### src/rtl/flagu_pkg.sv
package flagu_pkg;

  typedef enum logic [2:0] {
    OPC_ADD   = 3'b000,
    OPC_SUB   = 3'b001,
    OPC_LOGIC = 3'b010,
    OPC_SHIFT = 3'b011,
    OPC_LOAD  = 3'b100
  } op_class_e;

  typedef struct packed {
    logic n;
    logic z;
    logic c;
    logic v;
  } flags_t;

  // Signed overflow from sign bits; subtract inverts the second operand sign.
  function automatic logic sgn_ovf(input logic am, input logic bm,
                                   input logic rm, input logic is_sub);
    logic beff;
    beff = bm ^ is_sub;
    return (am == beff) && (rm != am);
  endfunction

endpackage

### src/rtl/flagu_arith.sv
module flagu_arith
  import flagu_pkg::*;
#(
  parameter int W = 16
) (
  input  logic [W-1:0] result,
  input  logic         a_msb,
  input  logic         b_msb,
  input  logic         carry_raw,
  input  logic         is_sub,
  output flags_t       ar
);
  localparam int MSB = W - 1;

  always_comb begin
    ar.n = result[MSB];
    ar.z = (result == '0);
    ar.c = carry_raw;
    ar.v = sgn_ovf(a_msb, b_msb, result[MSB], is_sub);
  end
endmodule

### src/rtl/flagu_policy.sv
module flagu_policy
  import flagu_pkg::*;
(
  input  logic [2:0] op_class,
  input  logic [1:0] policy,
  input  logic       shift_ov_en,
  input  flags_t     ar,
  input  flags_t     cur,
  output flags_t     nxt,
  output logic       keep_c_ev,
  output logic       hold_all_ev
);
  logic is_arith, is_lgld, is_shift;

  assign is_arith = (op_class == OPC_ADD) || (op_class == OPC_SUB);
  assign is_lgld  = (op_class == OPC_LOGIC) || (op_class == OPC_LOAD);
  assign is_shift = (op_class == OPC_SHIFT);

  assign keep_c_ev   = is_lgld && (policy == 2'b01);
  assign hold_all_ev = (is_lgld && (policy == 2'b10))
                     || !(is_arith || is_lgld || is_shift);

  always_comb begin
    nxt = cur;
    if (is_arith) begin
      nxt = ar;
    end else if (is_shift) begin
      nxt.n = ar.n;
      nxt.z = ar.z;
      nxt.c = ar.c;
      nxt.v = shift_ov_en ? (ar.c ^ ar.n) : 1'b0;
    end else if (is_lgld) begin
      case (policy)
        2'b01: begin
          nxt.n = ar.n;
          nxt.z = ar.z;
          nxt.c = cur.c;
          nxt.v = 1'b0;
        end
        2'b10: nxt = cur;
        default: begin
          nxt.n = ar.n;
          nxt.z = ar.z;
          nxt.c = 1'b0;
          nxt.v = 1'b0;
        end
      endcase
    end
  end
endmodule

### src/rtl/status_flag_unit.sv
module status_flag_unit
  import flagu_pkg::*;
#(
  parameter int W = 16
) (
  input  logic         clk,
  input  logic         rst,
  input  logic         valid,
  input  logic [2:0]   op_class,
  input  logic [W-1:0] result,
  input  logic         a_msb,
  input  logic         b_msb,
  input  logic         carry_raw,
  input  logic [1:0]   policy,
  input  logic         shift_ov_en,
  output logic         flag_n,
  output logic         flag_z,
  output logic         flag_c,
  output logic         flag_v,
  output logic         upd
);
  flags_t cur_q, ar_w, nxt_w;
  logic   keep_c_ev, hold_all_ev;

  flagu_arith #(.W(W)) u_arith (
    .result    (result),
    .a_msb     (a_msb),
    .b_msb     (b_msb),
    .carry_raw (carry_raw),
    .is_sub    (op_class == OPC_SUB),
    .ar        (ar_w)
  );

  flagu_policy u_policy (
    .op_class    (op_class),
    .policy      (policy),
    .shift_ov_en (shift_ov_en),
    .ar          (ar_w),
    .cur         (cur_q),
    .nxt         (nxt_w),
    .keep_c_ev   (keep_c_ev),
    .hold_all_ev (hold_all_ev)
  );

  always_ff @(posedge clk) begin
    if (rst) begin
      cur_q <= '0;
      upd   <= 1'b0;
    end else begin
      upd <= valid;
      if (valid) cur_q <= nxt_w;
    end
  end

  assign flag_n = cur_q.n;
  assign flag_z = cur_q.z;
  assign flag_c = cur_q.c;
  assign flag_v = cur_q.v;
endmodule

### config.mk
export PLATFORM = sky130hd
export DESIGN_NAME = status_flag_unit
export DESIGN_NICKNAME = d
export VERILOG_FILES = /design/src/rtl/flagu_pkg.sv /design/src/rtl/flagu_arith.sv /design/src/rtl/flagu_policy.sv /design/src/rtl/status_flag_unit.sv
export SDC_FILE = /design/constraint.sdc
export NUM_CORES = 1
export LEC_CHECK = 0
export BUFFER_PORTS_ARGS = -buffer_cell sky130_fd_sc_hd__buf_2
export CAP_MARGIN = 0
export CORE_AREA = 2 2 39 41
export DETAILED_ROUTE_END_ITERATION = 12
export DIE_AREA = 0 0 41 43
export HOLD_SLACK_MARGIN = 0.15
export PLACE_DENSITY = 0.75
export SYNTH_ARGS = -nofsm -noshare
export SYNTH_HDL_FRONTEND = slang
export SYNTH_HIERARCHICAL = 1
export SYNTH_SLANG_ARGS = --single-unit
### constraint.sdc
create_clock -name clk -period 2.2 [get_ports clk]
set_clock_uncertainty 0.15 [all_clocks]
set_input_delay 0.44 -clock clk [delete_from_list [all_inputs] [get_ports clk]]
set_output_delay 0.44 -clock clk [all_outputs]
set_load 0.005 [all_outputs]
==> parameters.txt <==
Parameter                              Value

Floorplan
  Die W ... 41 µm
  Die Ht ... 43 µm
  Starting density of the core ... 36.35%
  Area of the placeable core ... 1384 µm²
  Total Die Area ... 1763 µm²
  Top-level port count ... 33
  FP Rows ... 14

Place
  Global placement routability congestion ... 0.8553
  Area of placed instances ... between 600 and 700 µm²
  Post-detail-place hpwl ... 996.3 µm
  Setup slack at placement ... 0.2734 ns
  Number of I/O port buffers ... 32

Run status
  Outcome ... complete, no violations

Final layout
  Most common cell after layout, fill and taps aside ... sky130_fd_sc_hd__buf_2
  Final instance area ... 666.9 µm²
  Final #Nets ... 127
  Syn-to-layout area delta ... 32.59%
  Commonest non-fill, non-tap cells in the layout ... sky130_fd_sc_hd__buf_2, sky130_fd_sc_hd__nor2_1
  Antenna Diode Count ... 0
  Share of layout cells above drive strength 1 ... slightly below 40%
  Final core area utilization ... 48.19%

Setup path
  Path type of the worst setup path ... input port to register
  Worst endpoint required time ... ~2.2 ns
  CP max FO ... 6
  Arrival time of the worst setup path ... 1.68 ns
  Endpoint type of the worst setup path ... register
  Startpoint class of the critical path ... input port

Clocking
  Sinks on Clock Net ... 5
  CTS tree ... built
  Root Driver ... sky130_fd_sc_hd__clkbuf_4
  # resized after CTS ... 0
  Number of post-CTS setup repair buffers ... 0
  Worst-path clk slew ... 0.05 ns
  Number of buffers created by CTS ... 3
  Maximum level of the CTS H-tree ... 1
  Maximum buffer depth of the clock tree ... 2
  Clock latency on the worst-skew pair ... 0.24 ns
  Number of buffers added to fix hold violations after cts ... 0

Power and ir drop
  Pwr dens ... 435.6 nW/µm²
  Switching portion of total power ... between 20% and 30%
  Leakage power figure ... 0.3309 nW
  Internal Power ... 0.2070 mW
  Sequential Power Share ... between 30% and 40%
  Worst IR Drop VDD ... between 0.2 and 0.25 mV
  Switching power ... 0.08348 mW
  Share of power burned in the clock network ... 37.3%
  Part of the power in combinational logic ... between 20% and 30%

Yosys
  Syn Area/Cell ... 7.738 µm²
  Cells after Synth ... 65
  Post-synth design cell area ... between 500 and 600 µm²
  Net count of the mapped netlist ... 95
  Number of synthesis warnings ... 6

Routing
  Routed wire length ... 1.228 mm
  Number of DRC violations after detailed-routing iteration 0 ... 8
  Residual DRC ... 0
  Number of vias in the routed layout ... 580
  First-pass detailed-route iteration total ... 5
  Post-DRT Antenna Nets ... 0
  Mean number of vias per cell ... between 5 and 6
  Avg WL per Cell ... 10.96 µm

Timing
  Number of hold-slack violations in the final timing report ... 0
  Final Cycle Share ... approximately 77%
  Final worst-path setup slack ... ~0.5 ns
  Actual slew at the worst max-slew pin ... 0.2836 ns
  Number of max-slew violations in the final report ... 0
  Final setup violation count ... 0
  Max Clk Rate ... 588.8 MHz
  Fin Setup TNS ... 0 ns
  Normalized max-slew margin ... 80.90%
  Shortest clock period the worst path allows after layout ... between 1.5 and 2 ns
  RSZ-0062 raised after global routing ... no

GRT
  Number of antenna violations at the first check in global routing ... 0
  First-pass GRT wire length ... 1.980 mm
  Maximum number of pins on one net before global-route repair ... 14
  Total congestion overflow ... 0
  Global-route usage over all layers ... 16.06%
  Vias in the first global route ... about 500

Min path
  Hold Crit Class ... input port to register

Run
  Number of maximum-capacitance violations ... 0
[power groups by stage]
| stage | logic, mW | registers [mW] | clock network [mW] |
|---|---|---|---|
| after global placement | 0.0821 | 0.0993 | 0 |
| final | 0.0845 | 0.0977 | 0.108 |
| after floorplan | 0.0511 | 0.0995 | 0 |
| after global routing | 0.0946 | 0.0982 | 0.114 |
| after CTS | 0.0846 | 0.0977 | 0.108 |
| after detailed placement | 0.0838 | 0.0993 | 0 |
[layer usage]
layer,track usage [%],share of wire (%),wire [µm],vias up
met2,25.94,53,647,30
met5,0,0,0,-
li1,-,-,-,293
met4,3.333,0,0,0
met3,5.236,7.1,87,0
met1,19.94,40,493,257
[state kept, by name, indices dropped and copies added (netlist names)]
register  flops
flag_c        1
flag_n        1
flag_v        1
flag_z        1
upd           1
[worst paths after layout]
kind	start	depth (start not counted)	slack, ns	end
hold reg to reg	flag_z	2	0.37	flag_z
setup / recovery	policy[0]	8	0.50	flag_n
setup reg to reg	flag_c	6	0.92	flag_c
hold / removal	rst	2	0.28	flag_c
[per-stage QoR]
stage / total power, mW / hold slack [ns] / cells
3_5_place_dp: 0.1830 / 0.3621 / 108
6_report: 0.2905 / 0.2791 / 112
4_1_cts: 0.2903 / 0.2868 / 112
2_1_floorplan: 0.1506 / 0.3577 / 65
5_1_grt: 0.3071 / 0.2919 / 112
3_3_place_gp: 0.1815 / 0.3664 / 108
[critical path, stage by stage]
cell and delay (ns):
sky130_fd_sc_hd__buf_2 0.09, sky130_fd_sc_hd__inv_1 0.04, sky130_fd_sc_hd__ha_1 0.35, sky130_fd_sc_hd__nor3_1 0.14
sky130_fd_sc_hd__o21ai_0 0.13, sky130_fd_sc_hd__a32o_1 0.29, sky130_fd_sc_hd__mux2i_1 0.14, sky130_fd_sc_hd__nor2_1 0.06
[final cells by class]
type	instances	area [µm²]
Fill cell	141	716.9
Multi-Input combinational cell	50	341.6
Sequential cell	5	100.1
Inverter	5	18.77
Tap cell	16	20.02
Timing Repair Buffer	32	160.2
Clock buffer	4	26.28
Power figures use the tool's default switching activity.
